==> config.mk <==
export PLATFORM = sky130hd
export DESIGN_NAME = cam_match_array
export DESIGN_NICKNAME = d
export VERILOG_FILES = /design/src/rtl/cam_pkg.sv /design/src/rtl/cam_store.sv /design/src/rtl/cam_compare.sv /design/src/rtl/cam_encode.sv /design/src/rtl/cam_match_array.sv
export SDC_FILE = /design/constraint.sdc
export NUM_CORES = 1
export LEC_CHECK = 0
export ABC_AREA = 1
export BUFFER_PORTS_ARGS = -buffer_cell sky130_fd_sc_hd__buf_2
export CORE_MARGIN = 3
export CORE_UTILIZATION = 52
export CTS_BUF_LIST = sky130_fd_sc_hd__clkbuf_4 sky130_fd_sc_hd__clkbuf_8
export DETAILED_ROUTE_END_ITERATION = 7
export PLACE_DENSITY = 0.76
export SKIP_LAST_GASP = 1
export SLEW_MARGIN = 10
export SYNTH_ARGS = -nofsm -noshare
export SYNTH_HDL_FRONTEND = slang
export SYNTH_HIERARCHICAL = 1
export SYNTH_SLANG_ARGS = --single-unit
==> constraint.sdc <==
create_clock -name clk_i -period 3.4 [get_ports clk_i]
set_clock_uncertainty 0.15 [all_clocks]
set_input_delay 0.17 -clock clk_i [delete_from_list [all_inputs] [get_ports clk_i]]
set_output_delay 0.17 -clock clk_i [all_outputs]
set_load 0.01 [all_outputs]
==> src/rtl/cam_pkg.sv <==
package cam_pkg;

  typedef enum logic [1:0] {
    OP_IDLE   = 2'd0,
    OP_WRITE  = 2'd1,
    OP_SEARCH = 2'd2
  } cam_op_e;

  function automatic cam_op_e decode_op(input logic en, input logic we);
    if (!en)    return OP_IDLE;
    else if (we) return OP_WRITE;
    else        return OP_SEARCH;
  endfunction

endpackage

==> src/rtl/cam_store.sv <==
module cam_store #(
  parameter int ENTRIES = 4,
  parameter int WIDTH   = 4,
  parameter int AW      = (ENTRIES > 1) ? $clog2(ENTRIES) : 1
) (
  input  logic                            clk_i,
  input  logic                            rst_ni,
  input  logic                            wr_en_i,
  input  logic [AW-1:0]                   wr_addr_i,
  input  logic [WIDTH-1:0]                wr_data_i,
  output logic [ENTRIES-1:0][WIDTH-1:0]   slots_o
);

  for (genvar g = 0; g < ENTRIES; g++) begin : g_slot
    logic sel;
    assign sel = wr_en_i && (wr_addr_i == AW'(g));

    always_ff @(posedge clk_i or negedge rst_ni) begin
      if (!rst_ni)  slots_o[g] <= '0;
      else if (sel) slots_o[g] <= wr_data_i;
    end
  end

endmodule

==> src/rtl/cam_compare.sv <==
module cam_compare #(
  parameter int ENTRIES = 4,
  parameter int WIDTH   = 4
) (
  input  logic [ENTRIES-1:0][WIDTH-1:0] slots_i,
  input  logic [WIDTH-1:0]              key_i,
  output logic [ENTRIES-1:0]            hit_o
);

  for (genvar g = 0; g < ENTRIES; g++) begin : g_cmp
    assign hit_o[g] = (slots_i[g] == key_i);
  end

endmodule

==> src/rtl/cam_encode.sv <==
module cam_encode #(
  parameter int ENTRIES = 4,
  parameter int AW      = (ENTRIES > 1) ? $clog2(ENTRIES) : 1
) (
  input  logic [ENTRIES-1:0] hit_i,
  output logic               one_o,
  output logic               many_o,
  output logic [AW-1:0]      idx_o
);

  logic found;

  always_comb begin
    found  = 1'b0;
    many_o = 1'b0;
    idx_o  = '0;
    for (int i = 0; i < ENTRIES; i++) begin
      if (hit_i[i]) begin
        if (found) many_o = 1'b1;
        else       idx_o  = AW'(i);  // first hit from the bottom wins
        found = 1'b1;
      end
    end
    one_o = found && !many_o;
  end

endmodule

==> src/rtl/cam_match_array.sv <==
module cam_match_array
  import cam_pkg::*;
#(
  parameter int ENTRIES = 4,
  parameter int WIDTH   = 4,
  localparam int AW     = (ENTRIES > 1) ? $clog2(ENTRIES) : 1
) (
  input  logic             clk_i,
  input  logic             rst_ni,
  input  logic             en_i,
  input  logic             we_i,
  input  logic [AW-1:0]    addr_i,
  input  logic [WIDTH-1:0] data_i,
  output logic             single_o,
  output logic             multi_o,
  output logic [AW-1:0]    addr_o
);

  cam_op_e                       op;
  logic [ENTRIES-1:0][WIDTH-1:0] slots;
  logic [ENTRIES-1:0]            hit;
  logic                          one, many;
  logic [AW-1:0]                 idx;

  assign op = decode_op(en_i, we_i);

  cam_store #(.ENTRIES(ENTRIES), .WIDTH(WIDTH), .AW(AW)) u_store (
    .clk_i     (clk_i),
    .rst_ni    (rst_ni),
    .wr_en_i   (op == OP_WRITE),
    .wr_addr_i (addr_i),
    .wr_data_i (data_i),
    .slots_o   (slots)
  );

  cam_compare #(.ENTRIES(ENTRIES), .WIDTH(WIDTH)) u_cmp (
    .slots_i (slots),
    .key_i   (data_i),
    .hit_o   (hit)
  );

  cam_encode #(.ENTRIES(ENTRIES), .AW(AW)) u_enc (
    .hit_i  (hit),
    .one_o  (one),
    .many_o (many),
    .idx_o  (idx)
  );

  // results only on a search; any other cycle clears them
  always_ff @(posedge clk_i or negedge rst_ni) begin
    if (!rst_ni) begin
      single_o <= 1'b0;
      multi_o  <= 1'b0;
      addr_o   <= '0;
    end else if (op == OP_SEARCH) begin
      single_o <= one;
      multi_o  <= many;
      addr_o   <= idx;
    end else begin
      single_o <= 1'b0;
      multi_o  <= 1'b0;
      addr_o   <= '0;
    end
  end

endmodule

==> results of run 1 <==
==> report_power, final <==
part,switching [mW],leakage [nW],total [mW],internal (mW)
clock,0.0687,0.0138,0.110,0.0413
combinational,0.0900,0.442,0.151,0.0606
sequential,0.0279,0.257,0.303,0.275
==> sequential cells by signal (all words and copies together), names as in the netlist <==
signal           cells
u_store/slots_o     16
addr_o               2
multi_o              1
single_o             1
==> cell type report <==
cell class	count	share of cell area (%)
multi-input cells	115	43.41
flip-flops and latches	20	38.76
inverters	21	6.105
repair buffers	16	7.364
clock buffers	3	1.744
well taps	27	2.616
==> worst max-delay path, delay by kind of cell <==
family | cells | cell delay, ns
buffers and inverters | 3 | 1.15
AND/OR/NAND/NOR | 4 | 0.44
==> routing by layer <==
| layer | vias to the layer above | global-route usage [%] | routed length, um |
|---|---|---|---|
| li1 | 528 | - | - |
| met1 | 448 | 27.71 | 1160 |
| met2 | 20 | 28.57 | 1099 |
| met3 | 2 | 3.324 | 80 |
| met4 | 0 | 7.660 | 13 |
| met5 | - | 0 | 0 |
==> synthesized netlist by cell type <==
master and number:
sky130_fd_sc_hd__nand2_1 73, sky130_fd_sc_hd__inv_1 21, sky130_fd_sc_hd__dfrtp_1 20, sky130_fd_sc_hd__nand4_1 12, sky130_fd_sc_hd__nor2_1 9, sky130_fd_sc_hd__xnor2_1 8
sky130_fd_sc_hd__nand3_1 4, sky130_fd_sc_hd__buf_4 3, sky130_fd_sc_hd__nand3_4 3, sky130_fd_sc_hd__nor2_2 3, sky130_fd_sc_hd__clkbuf_2 2, sky130_fd_sc_hd__a21oi_1 1
sky130_fd_sc_hd__buf_2 1, sky130_fd_sc_hd__nand2_2 1, sky130_fd_sc_hd__nor3_1 1
==> how the worst max path moves through the flow <==
stage	to	slack, ns
2_1_floorplan	single_o$_DFF_PN0_	2.04
3_3_place_gp	single_o$_DFF_PN0_	1.89
6_report	u_store/slots_o[2]$_DFFE_PN0P_	1.68
5_1_grt	u_store/slots_o[2]$_DFFE_PN0P_	1.64
4_1_cts	u_store/slots_o[2]$_DFFE_PN0P_	1.74
3_5_place_dp	single_o$_DFF_PN0_	1.86
==> per-stage QoR <==
| stage | cells | util, % | setup slack (ns) |
|---|---|---|---|
| after CTS | 202 | 63.24 | 1.737 |
| final | 202 | 63.24 | 1.685 |
| after global routing | 202 | 63.24 | 1.639 |
| after global placement | 196 | 60.66 | 1.892 |
| after detailed placement | 196 | 60.66 | 1.858 |
| after floorplan | 162 | - | 2.035 |
==> cells by family (layout without fill, tap and decap cells) <==
kind of cell | count (synthesis) | after routing | share of synthesized area [%]
and+or+nand+nor | 106 | 106 | 41.23
buffers and inverters | 27 | 40 | 9.883
DFF | 20 | 20 | 42.51
xor gates and xnor gates | 8 | 8 | 5.951
AOI/OAI and AO/OA | 1 | 1 | 0.4247
==> impl_metrics.prom, run 1 <==
# TYPE chip_impl_metric gauge
chip_impl_metric{name="synth_sequential_area_ratio",unit="%"} 42.51
chip_impl_info{name="hold_path.startpoint",value="data_i[0]"} 1
chip_impl_info{name="synth_top_area_cell",value="sky130_fd_sc_hd__dfrtp_1"} 1
chip_impl_metric{name="slew_headroom",unit="%"} 53.83
chip_impl_metric{name="synth.lib_cells_used.distinct",unit=""} 15
chip_impl_metric{name="detailroute.via_count",unit=""} 998
chip_impl_metric{name="number_of_instances_resized_during_post_cts_repair",unit=""} 0
chip_impl_metric{name="ant_nets",unit=""} 0
chip_impl_info{name="crit_path_start_kind",value="input port"} 1
chip_impl_metric{name="power.density_cell_area",unit="nW/um^2"} 436.6
chip_impl_metric{name="max_clock_freq",unit="GHz"} 0.5830
chip_impl_metric{name="die_y",unit="um"} 53.59
chip_impl_metric{name="detailedRoute.firstIterationViolations",unit=""} 30
chip_impl_metric{name="drt_drc_violations_left",unit=""} 0
chip_impl_metric{name="synth_top_area_share",unit="%"} 42.51
chip_impl_metric{name="post_synth.cell_area_avg",unit="sq um"} 7.268
chip_impl_metric{name="clock_sink_count",unit=""} 20
chip_impl_metric{name="timing_worst_slew_pin_value",unit="ns"} 0.6919
chip_impl_metric{name="drv_cap",unit=""} 0
chip_impl_metric{name="synthesis.instances",unit=""} 162
chip_impl_metric{name="final-seq-area",unit="sq um"} 500.5
chip_impl_metric{name="final_min_period_over_clock_period",unit="%"} 50.45
chip_impl_metric{name="p_leak",unit="nW"} 0.7128
chip_impl_metric{name="antennaDiodeCount",unit=""} 0
chip_impl_metric{name="cts_setup_buffers",unit=""} 0
chip_impl_metric{name="grt-ovfl-total",unit=""} 0
chip_impl_info{name="grt_setup_unrepaired",value="no"} 1
chip_impl_metric{name="drt_pre_antenna_iters",unit=""} 4
chip_impl_info{name="hp-class",value="input port to register"} 1
chip_impl_info{name="crit_start",value="en_i"} 1
chip_impl_metric{name="final-hold-violation-count",unit=""} 0
chip_impl_metric{name="max_stage_delay",unit="ns"} 0.52
chip_impl_metric{name="slack_of_the_worst_reg_to_reg_path",unit="ns"} 1.85
chip_impl_metric{name="worst-endpoint-arrival",unit="ns"} 1.76
chip_impl_metric{name="cts_hold_buf",unit=""} 3
chip_impl_metric{name="detail_route.vias_per_cell",unit=""} 4.941
chip_impl_metric{name="final.fill_count",unit=""} 195
chip_impl_metric{name="layout.cell_area.non_filler",unit="sq um"} 1291
chip_impl_info{name="final_cell_mix",value="sky130_fd_sc_hd__nand2_1 (73), sky130_fd_sc_hd__inv_1 (21), sky130_fd_sc_hd__dfrtp_1 (20)"} 1
chip_impl_metric{name="io_pins",unit=""} 14
chip_impl_metric{name="rows",unit=""} 16
chip_impl_metric{name="cts_buffers",unit=""} 3
chip_impl_metric{name="wl",unit="mm"} 2.354
chip_impl_metric{name="placed_area",unit="sq um"} 1239
chip_impl_metric{name="wire_length_of_the_first_global_routing_pass",unit="mm"} 3.926
chip_impl_metric{name="post_drt_wl_per_cell",unit="um"} 11.65
chip_impl_metric{name="final_nets",unit=""} 187
chip_impl_metric{name="reg2reg_depth",unit=""} 10
chip_impl_metric{name="clk_path_buf_depth",unit=""} 2
chip_impl_metric{name="period_needed",unit="ns"} 1.715
chip_impl_metric{name="multi_input_area",unit="sq um"} 560.5
chip_impl_metric{name="floorplan.initialDensity",unit="%"} 57.66
chip_impl_metric{name="grt_start_max_net_pins",unit=""} 21
chip_impl_info{name="regToRegEndpoint",value="single_o$_DFF_PN0_"} 1
chip_impl_metric{name="fin_worst_hold_slack",unit="ns"} 0.05242
chip_impl_metric{name="total_power",unit="mW"} 0.5638
chip_impl_metric{name="worst_skew_pair.late_latency",unit="ns"} 0.29
chip_impl_info{name="final_common_cell",value="sky130_fd_sc_hd__nand2_1"} 1
chip_impl_metric{name="path_max_fanout",unit=""} 20
chip_impl_metric{name="yosys_register_bits",unit=""} 20
chip_impl_info{name="criticalPathCategory",value="input port to register"} 1
chip_impl_info{name="critical_path.endpoint_type",value="register"} 1
chip_impl_metric{name="setup_total_negative_slack",unit="ns"} 0
chip_impl_metric{name="number_of_i_o_port_buffers",unit=""} 13
chip_impl_info{name="cts_root_buffer",value="sky130_fd_sc_hd__clkbuf_4"} 1
chip_impl_metric{name="die-width",unit="um"} 53.59
chip_impl_metric{name="cts.reportedPaths.clkPinSlew",unit="ns"} 0.11
chip_impl_metric{name="vdd_ir_drop_max",unit="uV"} 284.8
chip_impl_info{name="hold_path_end",value="u_store/slots_o[0]$_DFFE_PN0P_"} 1
chip_impl_info{name="netlist_top_cells_area",value="sky130_fd_sc_hd__dfrtp_1 (43%), sky130_fd_sc_hd__nand2_1 (23%), sky130_fd_sc_hd__inv_1 (6.7%)"} 1
chip_impl_info{name="tritoncts_clock_tree",value="built"} 1
chip_impl_info{name="crit_path_cell_chain",value="dlygate4sd3_1 -> buf_2 -> nand2_1 -> inv_1 -> nand2_1 -> nand2_1 -> nand2_1"} 1
chip_impl_metric{name="setup_violations",unit=""} 0
chip_impl_metric{name="dp_hpwl",unit="mm"} 1.750
chip_impl_metric{name="core_area",unit="sq um"} 2042
chip_impl_info{name="critical-path-top-cell-by-count",value="sky130_fd_sc_hd__nand2_1"} 1
chip_impl_metric{name="groute.usage.overall",unit="%"} 19.21
chip_impl_metric{name="critPathRequiredTime",unit="ns"} 3.44
chip_impl_info{name="run_status",value="completed"} 1
chip_impl_info{name="cp_slowest_cell",value="sky130_fd_sc_hd__dlygate4sd3_1"} 1
chip_impl_metric{name="area_growth",unit="%"} 9.671
chip_impl_metric{name="syn-cell-area",unit="sq um"} 1177
chip_impl_metric{name="dieArea",unit="sq um"} 2871
chip_impl_metric{name="whs_path_depth",unit=""} 3
chip_impl_metric{name="yosysWarnings",unit=""} 6
chip_impl_metric{name="slew_violations",unit=""} 0
chip_impl_metric{name="grt_antenna_before_repair",unit=""} 0
chip_impl_metric{name="final_layout_size_suffix_gt1_share",unit="%"} 13.14
chip_impl_metric{name="cts-htree-levels",unit=""} 1
chip_impl_metric{name="gp_congestion",unit=""} 0.7912
chip_impl_info{name="worst_r2r_startpoint",value="u_store/slots_o[2]$_DFFE_PN0P_"} 1
chip_impl_metric{name="mappedNetlistNets",unit=""} 172
chip_impl_metric{name="vias_in_the_first_global_route",unit=""} 894
(Power assumes the default switching activity.)
==> inputs of run 2 (changes only) <==
--- a/config.mk
+++ b/config.mk
@@ -5,13 +5,13 @@
 export SDC_FILE = /design/constraint.sdc
 export NUM_CORES = 1
 export LEC_CHECK = 0
-export ABC_AREA = 1
+export ABC_AREA = 0
 export BUFFER_PORTS_ARGS = -buffer_cell sky130_fd_sc_hd__buf_2
 export CORE_MARGIN = 3
 export CORE_UTILIZATION = 52
 export CTS_BUF_LIST = sky130_fd_sc_hd__clkbuf_4 sky130_fd_sc_hd__clkbuf_8
 export DETAILED_ROUTE_END_ITERATION = 7
-export PLACE_DENSITY = 0.76
+export PLACE_DENSITY = 0.77
 export SKIP_LAST_GASP = 1
 export SLEW_MARGIN = 10
 export SYNTH_ARGS = -nofsm -noshare
==> constraint.sdc (replaced) <==
create_clock -name clk_i -period 1.7 [get_ports clk_i]
set_clock_uncertainty 0.15 [all_clocks]
set_input_delay 0.085 -clock clk_i [delete_from_list [all_inputs] [get_ports clk_i]]
set_output_delay 0.085 -clock clk_i [all_outputs]
set_load 0.01 [all_outputs]
==> impl_metrics.prom, run 2 <==
# TYPE chip_impl_metric gauge
chip_impl_info{name="run_status",value="finished, violations left"} 1
chip_impl_info{name="violations_in_the_final_reports",value="negative hold slack, negative setup slack"} 1
chip_impl_metric{name="syn-cell-area",unit="sq um"} 1035
chip_impl_metric{name="sequential_group_share_of_total_power",unit="%"} 48.9
chip_impl_info{name="hold_path.startpoint",value="en_i"} 1
chip_impl_metric{name="rows",unit=""} 15
chip_impl_metric{name="vias_in_the_first_global_route",unit=""} 764
chip_impl_metric{name="fin_worst_hold_slack",unit="ns"} -0.07208
chip_impl_info{name="regToRegEndpoint",value="single_o$_DFF_PN0_"} 1
chip_impl_metric{name="wl",unit="mm"} 1.896
chip_impl_metric{name="clock_sink_count",unit=""} 20
chip_impl_metric{name="finalWorstSetupSlack",unit="ns"} -0.07776
chip_impl_metric{name="max_clock_freq",unit="GHz"} 0.5625
chip_impl_metric{name="grt_start_max_net_pins",unit=""} 21
chip_impl_info{name="critical_path.endpoint_type",value="register"} 1
chip_impl_metric{name="synth_top_area_share",unit="%"} 48.37
chip_impl_metric{name="synth_sequential_area_ratio",unit="%"} 48.37
chip_impl_metric{name="synth.lib_cells_used.distinct",unit=""} 19
chip_impl_metric{name="floorplan.initialDensity",unit="%"} 57.43
chip_impl_metric{name="grt_antenna_before_repair",unit=""} 0
chip_impl_metric{name="slew_headroom",unit="%"} 70.14
chip_impl_metric{name="drt_drc_violations_left",unit=""} 0
chip_impl_metric{name="mappedNetlistNets",unit=""} 88
chip_impl_info{name="ys_dominant_reg_cell",value="sky130_fd_sc_hd__dfrtp_1"} 1
chip_impl_info{name="final_common_cell",value="sky130_fd_sc_hd__dfrtp_1"} 1
chip_impl_metric{name="gp_congestion",unit=""} 0.8103
chip_impl_metric{name="cts_hold_buf",unit=""} 1
chip_impl_metric{name="core_area",unit="sq um"} 1802
chip_impl_metric{name="die_y",unit="um"} 50.61
chip_impl_info{name="register_name_with_the_most_flops",value="u_store/slots_o"} 1
chip_impl_metric{name="vdd_ir_drop_max",unit="uV"} 607.2
chip_impl_metric{name="placed_area",unit="sq um"} 1187
chip_impl_info{name="hp-class",value="input port to register"} 1
chip_impl_metric{name="yosys_register_bits",unit=""} 20
chip_impl_metric{name="switchingPower",unit="mW"} 0.3769
chip_impl_info{name="crit_path_start_kind",value="register"} 1
chip_impl_info{name="cts_root_buffer",value="sky130_fd_sc_hd__clkbuf_4"} 1
chip_impl_metric{name="cts-htree-levels",unit=""} 1
chip_impl_metric{name="cts_buffers",unit=""} 3
chip_impl_metric{name="slew_violations",unit=""} 0
chip_impl_metric{name="dieArea",unit="sq um"} 2561
chip_impl_metric{name="synthesis.instances",unit=""} 78
chip_impl_metric{name="critPathRequiredTime",unit="ns"} 1.74
chip_impl_metric{name="antennaDiodeCount",unit=""} 0
chip_impl_info{name="synth_top_area_cell",value="sky130_fd_sc_hd__dfrtp_1"} 1
chip_impl_metric{name="detailedRoute.firstIterationViolations",unit=""} 7
chip_impl_metric{name="die-width",unit="um"} 50.61
chip_impl_metric{name="internal_power",unit="mW"} 0.8984
chip_impl_metric{name="worst_skew_pair.late_latency",unit="ns"} 0.30
chip_impl_metric{name="preCtsSetupSlack",unit="ns"} -0.06949
chip_impl_metric{name="largest_register_ffs",unit=""} 16
chip_impl_metric{name="post_synth.cell_area_avg",unit="sq um"} 13.27
chip_impl_metric{name="final_layout_size_suffix_gt1_share",unit="%"} 51.46
chip_impl_metric{name="grt-ovfl-total",unit=""} 0
chip_impl_metric{name="final-hold-violation-count",unit=""} 4
chip_impl_info{name="crit_start",value="u_store/slots_o[2]$_DFFE_PN0P_"} 1
chip_impl_info{name="synth_commonest_cells",value="sky130_fd_sc_hd__dfrtp_1 (20), sky130_fd_sc_hd__xor2_1 (17), sky130_fd_sc_hd__mux2_2 (16), sky130_fd_sc_hd__and3b_1 (4), sky130_fd_sc_hd__nor4_2 (4)"} 1
chip_impl_info{name="grt_setup_unrepaired",value="yes"} 1
chip_impl_metric{name="dp_hpwl",unit="mm"} 1.343
chip_impl_metric{name="io_pins",unit=""} 14
chip_impl_metric{name="cts.reportedPaths.clkPinSlew",unit="ns"} 0.12
chip_impl_metric{name="drv_cap",unit=""} 0
chip_impl_info{name="criticalPathCategory",value="register to register"} 1
chip_impl_metric{name="p_leak",unit="nW"} 0.5967
chip_impl_metric{name="detailroute.via_count",unit=""} 694
chip_impl_metric{name="final.fill_count",unit=""} 140
chip_impl_metric{name="ant_nets",unit=""} 0
chip_impl_info{name="netlist_top_cells_area",value="sky130_fd_sc_hd__dfrtp_1 (48%), sky130_fd_sc_hd__mux2_2 (17%), sky130_fd_sc_hd__xor2_1 (14%)"} 1
chip_impl_metric{name="detail_route.vias_per_cell",unit=""} 5.422
chip_impl_metric{name="timing_worst_slew_pin_value",unit="ns"} 0.4478
chip_impl_metric{name="sw_frac_of_total",unit="%"} 29.56
chip_impl_metric{name="number_of_i_o_port_buffers",unit=""} 13
chip_impl_metric{name="groute.usage.overall",unit="%"} 16.92
chip_impl_info{name="dominant_cell_by_count_in_the_synthesized_netlist",value="sky130_fd_sc_hd__dfrtp_1"} 1
chip_impl_metric{name="postSynth.asyncResetShare",unit="%"} 100.0
chip_impl_metric{name="power.density_cell_area",unit="nW/um^2"} 1005
chip_impl_info{name="worst_r2r_startpoint",value="u_store/slots_o[2]$_DFFE_PN0P_"} 1
chip_impl_metric{name="path_max_fanout",unit=""} 5
chip_impl_metric{name="final-seq-area",unit="sq um"} 500.5
chip_impl_info{name="tritoncts_clock_tree",value="built"} 1
chip_impl_metric{name="worst-endpoint-arrival",unit="ns"} 1.82
chip_impl_info{name="worst_setup_endpoint",value="single_o$_DFF_PN0_"} 1
chip_impl_metric{name="reg2reg_depth",unit=""} 6
chip_impl_metric{name="yosysWarnings",unit=""} 6
chip_impl_metric{name="setup_violations",unit=""} 4
chip_impl_metric{name="multi_input_area",unit="sq um"} 561.8
chip_impl_info{name="final_cell_mix",value="sky130_fd_sc_hd__dfrtp_1 (20), sky130_fd_sc_hd__xor2_1 (16), sky130_fd_sc_hd__mux2_2 (16)"} 1
chip_impl_metric{name="final_nets",unit=""} 114
chip_impl_metric{name="slack_of_the_worst_reg_to_reg_path",unit="ns"} -0.08
chip_impl_info{name="top_regs",value="u_store/slots_o (16), addr_o (2)"} 1
chip_impl_metric{name="clk_path_buf_depth",unit=""} 2
chip_impl_metric{name="final_min_period_over_clock_period",unit="%"} 104.6
chip_impl_metric{name="number_of_enable_flip_flop_cells_after_synthesis",unit=""} 0
chip_impl_metric{name="period_needed",unit="ns"} 1.778
chip_impl_metric{name="share_clk_of_total_power",unit="%"} 21.6
chip_impl_metric{name="layout.cell_area.non_filler",unit="sq um"} 1269
chip_impl_metric{name="drt_pre_antenna_iters",unit=""} 4
chip_impl_metric{name="area_growth",unit="%"} 22.61
chip_impl_metric{name="comb_power_share",unit="%"} 29.5
chip_impl_metric{name="post_drt_wl_per_cell",unit="um"} 14.81
chip_impl_metric{name="wire_length_of_the_first_global_routing_pass",unit="mm"} 3.201
## run 2: what timing repair did
action | in CTS | in global routing
endpoints found under the hold margin | 24 | 4
buffers inserted | 0 | 1
setup endpoints to repair | 3 | 4
pin swaps | 4 | 9
resized for setup | 2 | 4
## run 2: power groups by stage
stage	Clock (mW)	Combinational, mW	Sequential [mW]
after floorplan	0	0.242	0.623
after global placement	0	0.343	0.626
after detailed placement	0	0.354	0.632
after CTS	0.285	0.363	0.622
after global routing	0.297	0.414	0.633
final	0.276	0.376	0.623
## run 2: worst min path at each step
stage | slack [ns] | endpoint | depth (start not counted)
floorplan | -0.36 | addr_o[0]$_DFF_PN0_ | 0
global placement | -0.1 | addr_o[1]$_DFF_PN0_ | 1
detailed placement | -0.09 | multi_o$_DFF_PN0_ | 1
CTS | -0.08 | addr_o[0]$_DFF_PN0_ | 2
global route | -0.06 | addr_o[0]$_DFF_PN0_ | 2
finish | -0.07 | addr_o[0]$_DFF_PN0_ | 2
## run 2: cell families (layout without fill, tap and decap cells)
family	count (synthesis)	after routing	synth area share [%]
flops	20	20	48.37
simple gates	18	18	15.72
xor+xnor	17	17	14.39
mux	16	16	17.41
compound gates	5	5	3.266
buf+inv	2	27	0.8456
## run 2: layout make-up
type / instances / share of cell area, %
Clock buffer: 4 / 2.860
Inverter: 1 / 0.2959
Multi-Input combinational cell: 56 / 44.28
Sequential cell: 20 / 39.45
Tap cell: 25 / 2.465
Timing Repair Buffer: 22 / 10.65
## run 2: per-stage QoR
step           hold slack, ns  instances  TNS (ns)  utilization, %  power [mW]
2_1_floorplan         -0.3606         78  -0.04011               -      0.8652
3_3_place_gp         -0.09668        122  -0.02482           65.90      0.9685
3_5_place_dp         -0.09216        122  -0.06949           65.90      0.9866
4_1_cts              -0.08024        127   -0.1136           68.96       1.270
5_1_grt              -0.06417        128   -0.4943           70.42       1.344
6_report             -0.07208        128   -0.1240           70.42       1.275
## run 2: critical path, stage by stage (launching register included)
cell                      delay [ns]
sky130_fd_sc_hd__dfrtp_1        0.41
sky130_fd_sc_hd__xor2_1         0.18
sky130_fd_sc_hd__nor4_2         0.25
sky130_fd_sc_hd__buf_4          0.18
sky130_fd_sc_hd__nor2_2         0.05
sky130_fd_sc_hd__a211o_1        0.28
sky130_fd_sc_hd__and3b_1        0.16
## run 2: metal layers
metal	wire (um)	GRT usage, %	vias to the layer above
met4	9	5.830	0
met1	803	18.94	348
met2	997	30.87	15
met5	0	0	-
met3	85	4.154	2
li1	-	-	329
==> inputs of run 3 (changes only) <==
--- a/config.mk
+++ b/config.mk
@@ -16,5 +16,4 @@
 export SLEW_MARGIN = 10
 export SYNTH_ARGS = -nofsm -noshare
 export SYNTH_HDL_FRONTEND = slang
-export SYNTH_HIERARCHICAL = 1
 export SYNTH_SLANG_ARGS = --single-unit
==> impl_metrics.prom, run 3 <==
# TYPE chip_impl_metric gauge
chip_impl_info{name="run_status",value="completed"} 1
chip_impl_metric{name="vdd_ir_drop_max",unit="uV"} 662.7
chip_impl_metric{name="die-width",unit="um"} 51.62
chip_impl_metric{name="syn-cell-area",unit="sq um"} 1082
chip_impl_metric{name="worst_skew_pair.late_latency",unit="ns"} 0.29
chip_impl_info{name="final_cell_mix",value="sky130_fd_sc_hd__dfrtp_1 (20), sky130_fd_sc_hd__mux2_2 (16), sky130_fd_sc_hd__xor2_1 (15)"} 1
chip_impl_metric{name="rows",unit=""} 15
chip_impl_metric{name="critPathRequiredTime",unit="ns"} 1.73
chip_impl_metric{name="layout.cell_area.non_filler",unit="sq um"} 1216
chip_impl_metric{name="setup_total_negative_slack",unit="ns"} 0
chip_impl_metric{name="internal_power",unit="mW"} 0.8277
chip_impl_metric{name="placed_area",unit="sq um"} 1145
chip_impl_metric{name="post_synth.cell_area_avg",unit="sq um"} 13.04
chip_impl_metric{name="area_growth",unit="%"} 12.37
chip_impl_info{name="grt_setup_unrepaired",value="yes"} 1
chip_impl_metric{name="sw_frac_of_total",unit="%"} 31.83
chip_impl_metric{name="power.density_cell_area",unit="nW/um^2"} 998.3
chip_impl_metric{name="clk_path_buf_depth",unit=""} 2
chip_impl_metric{name="setup_violations",unit=""} 0
chip_impl_info{name="crit_path_start_kind",value="register"} 1
chip_impl_metric{name="cts-htree-levels",unit=""} 1
chip_impl_metric{name="detailedRoute.firstIterationViolations",unit=""} 0
chip_impl_info{name="final_common_cell",value="sky130_fd_sc_hd__dfrtp_1"} 1
chip_impl_metric{name="comb_power_share",unit="%"} 30.8
chip_impl_metric{name="sequential_group_share_of_total_power",unit="%"} 51.5
chip_impl_metric{name="largest_register_ffs",unit=""} 16
chip_impl_metric{name="groute.usage.overall",unit="%"} 15.93
chip_impl_metric{name="period_needed",unit="ns"} 1.671
chip_impl_metric{name="final_layout_size_suffix_gt1_share",unit="%"} 45.00
chip_impl_metric{name="slew_headroom",unit="%"} 70.45
chip_impl_metric{name="final-hold-violation-count",unit=""} 0
chip_impl_metric{name="yosysWarnings",unit=""} 0
chip_impl_info{name="dominant_cell_by_count_in_the_synthesized_netlist",value="sky130_fd_sc_hd__dfrtp_1"} 1
chip_impl_metric{name="timing_worst_slew_pin_value",unit="ns"} 0.4433
chip_impl_metric{name="drt_drc_violations_left",unit=""} 0
chip_impl_metric{name="die_y",unit="um"} 51.62
chip_impl_metric{name="max_clock_freq",unit="GHz"} 0.5984
chip_impl_info{name="netlist_top_cells_area",value="sky130_fd_sc_hd__dfrtp_1 (46%), sky130_fd_sc_hd__mux2_2 (17%), sky130_fd_sc_hd__xor2_1 (13%)"} 1
chip_impl_metric{name="drt_pre_antenna_iters",unit=""} 1
chip_impl_metric{name="cts.reportedPaths.clkPinSlew",unit="ns"} 0.11
chip_impl_metric{name="synth_sequential_area_ratio",unit="%"} 46.24
chip_impl_metric{name="detailroute.via_count",unit=""} 635
chip_impl_metric{name="postSynth.asyncResetShare",unit="%"} 100.0
chip_impl_metric{name="post_drt_wl_per_cell",unit="um"} 13.85
chip_impl_metric{name="vias_in_the_first_global_route",unit=""} 666
chip_impl_metric{name="floorplan.initialDensity",unit="%"} 58.84
chip_impl_metric{name="slew_violations",unit=""} 0
chip_impl_metric{name="synth.lib_cells_used.distinct",unit=""} 20
chip_impl_metric{name="yosys_register_bits",unit=""} 20
chip_impl_metric{name="core_area",unit="sq um"} 1839
chip_impl_info{name="top_regs",value="u_store.slots_o (16), addr_o (2)"} 1
chip_impl_metric{name="wire_length_of_the_first_global_routing_pass",unit="mm"} 3.063
chip_impl_metric{name="antennaDiodeCount",unit=""} 0
chip_impl_metric{name="switchingPower",unit="mW"} 0.3864
chip_impl_info{name="hp-class",value="input port to register"} 1
chip_impl_metric{name="grt_start_max_net_pins",unit=""} 21
chip_impl_metric{name="dp_hpwl",unit="mm"} 1.234
chip_impl_metric{name="number_of_i_o_port_buffers",unit=""} 13
chip_impl_metric{name="cts_buffers",unit=""} 3
chip_impl_metric{name="cp.depth",unit=""} 5
chip_impl_metric{name="clock_sink_count",unit=""} 20
chip_impl_metric{name="final_core_utilization",unit="%"} 66.12
chip_impl_metric{name="gp_congestion",unit=""} 0.7984
chip_impl_info{name="register_name_with_the_most_flops",value="u_store.slots_o"} 1
chip_impl_info{name="cts_root_buffer",value="sky130_fd_sc_hd__clkbuf_4"} 1
chip_impl_metric{name="wl",unit="mm"} 1.731
chip_impl_metric{name="synth_top_area_share",unit="%"} 46.24
chip_impl_metric{name="final_min_period_over_clock_period",unit="%"} 98.31
chip_impl_info{name="synth_top_area_cell",value="sky130_fd_sc_hd__dfrtp_1"} 1
chip_impl_info{name="cp_slowest_cell",value="sky130_fd_sc_hd__dfrtp_1"} 1
chip_impl_metric{name="dieArea",unit="sq um"} 2665
chip_impl_metric{name="io_pins",unit=""} 14
chip_impl_metric{name="reg2reg_depth",unit=""} 5
chip_impl_metric{name="synthesis.instances",unit=""} 83
chip_impl_metric{name="share_clk_of_total_power",unit="%"} 17.8
chip_impl_metric{name="worst-endpoint-arrival",unit="ns"} 1.70
chip_impl_info{name="critical_path.endpoint_type",value="register"} 1
chip_impl_info{name="criticalPathCategory",value="register to register"} 1
chip_impl_metric{name="grt-ovfl-total",unit=""} 0
chip_impl_metric{name="grt_antenna_before_repair",unit=""} 0
chip_impl_metric{name="ant_nets",unit=""} 0
chip_impl_metric{name="p_leak",unit="nW"} 0.5416
chip_impl_info{name="critical-path-top-cell-by-count",value="sky130_fd_sc_hd__nor2_1"} 1
chip_impl_metric{name="max_stage_delay",unit="ns"} 0.42
chip_impl_metric{name="path_max_fanout",unit=""} 6
chip_impl_metric{name="detail_route.vias_per_cell",unit=""} 5.080
chip_impl_metric{name="final_nets",unit=""} 112
chip_impl_info{name="synth_commonest_cells",value="sky130_fd_sc_hd__dfrtp_1 (20), sky130_fd_sc_hd__mux2_2 (16), sky130_fd_sc_hd__xor2_1 (16), sky130_fd_sc_hd__nor2_1 (6)"} 1
chip_impl_metric{name="critical_path_buf_inv_count",unit=""} 0
chip_impl_info{name="tritoncts_clock_tree",value="built"} 1
chip_impl_metric{name="fin_worst_hold_slack",unit="ns"} 0.01327
chip_impl_info{name="ys_dominant_reg_cell",value="sky130_fd_sc_hd__dfrtp_1"} 1
chip_impl_info{name="crit_path_cell_chain",value="xor2_2 -> nor4_4 -> nor2_1 -> a22oi_1 -> nor2_1"} 1
chip_impl_metric{name="number_of_enable_flip_flop_cells_after_synthesis",unit=""} 0
chip_impl_metric{name="whs_path_depth",unit=""} 3
chip_impl_info{name="worst_path_dominant_cell_family",value="simple AND/OR/NAND/NOR gates"} 1
chip_impl_metric{name="mappedNetlistNets",unit=""} 93
chip_impl_metric{name="drv_cap",unit=""} 0
## run 3: cell count changes in the layout (fill, tap and decap cells not counted), moves of 2 or more
cell / change
sky130_fd_sc_hd__xor2_2: +2
sky130_fd_sc_hd__and3b_1: -4
sky130_fd_sc_hd__nand3b_1: -2
sky130_fd_sc_hd__nor4_2: -3
sky130_fd_sc_hd__nor2_1: +6
sky130_fd_sc_hd__nor3_1: +3
sky130_fd_sc_hd__nor4_4: +3
sky130_fd_sc_hd__buf_4: -4
sky130_fd_sc_hd__nand2_1: +2
## run 3: per-stage QoR
step | total power [mW] | setup WS, ns | instances
2_1_floorplan | 0.9115 | 0.1216 | 83
3_3_place_gp | 0.9640 | 0.07007 | 118
3_5_place_dp | 0.9751 | 0.004697 | 118
4_1_cts | 1.207 | 0.02229 | 123
5_1_grt | 1.294 | -0.05824 | 125
6_report | 1.214 | 0.02880 | 125
## run 3: final cells by class
class	instances	area, sq um
fillers	154	623.1
multi-input cells	58	553.0
inverters	1	3.754
repair buffers	18	105.1
well taps	25	31.28
clock buffers	3	22.52
flip-flops and latches	20	500.5
## run 3: layer usage
layer	global-route usage, %	wire [um]
met1	20.56	881
met2	25.85	776
met3	2.579	56
met4	7.860	17
met5	0	0
## run 3: cells by family after synthesis
| kind of cell | after synthesis | share of synthesized area [%] |
|---|---|---|
| DFF | 20 | 46.24 |
| and+or+nand+nor | 20 | 14.68 |
| xor gates and xnor gates | 18 | 15.95 |
| muxes | 16 | 16.65 |
| buffers and inverters | 5 | 4.162 |
| AOI/OAI and AO/OA | 4 | 2.313 |
## run 3: repair_timing
action	in CTS	in global routing
gates resized for setup	1	1
pin swaps	1	8
endpoints found under the hold margin	20	0
buffers inserted	1	2
hold buffers	1	0
endpoints found under the setup margin	2	2
## run 3: final timing paths
path                                                       from                               to  slack [ns]
min in group asynchronous                                rst_ni  u_store.slots_o[14]$_DFFE_PN0P_        0.11
worst min register to register   u_store.slots_o[3]$_DFFE_PN0P_   u_store.slots_o[3]$_DFFE_PN0P_        0.38
worst max register to register  u_store.slots_o[13]$_DFFE_PN0P_               single_o$_DFF_PN0_        0.03
worst max-delay path            u_store.slots_o[13]$_DFFE_PN0P_               single_o$_DFF_PN0_        0.03
max in group asynchronous                                rst_ni                multi_o$_DFF_PN0_        0.98
worst min-delay path                                       en_i                multi_o$_DFF_PN0_        0.01
## run 3: worst min-delay path: stages
cell                       delay (ns)
sky130_fd_sc_hd__buf_2           0.12
sky130_fd_sc_hd__nand2b_1        0.15
sky130_fd_sc_hd__nor3_2          0.07
## run 3: power groups by stage
stage	Combinational [mW]	Clock (mW)	Sequential [mW]
floorplan	0.285	0	0.626
global placement	0.335	0	0.629
detailed placement	0.341	0	0.634
CTS	0.362	0.221	0.624
global route	0.416	0.241	0.637
finish	0.374	0.216	0.625
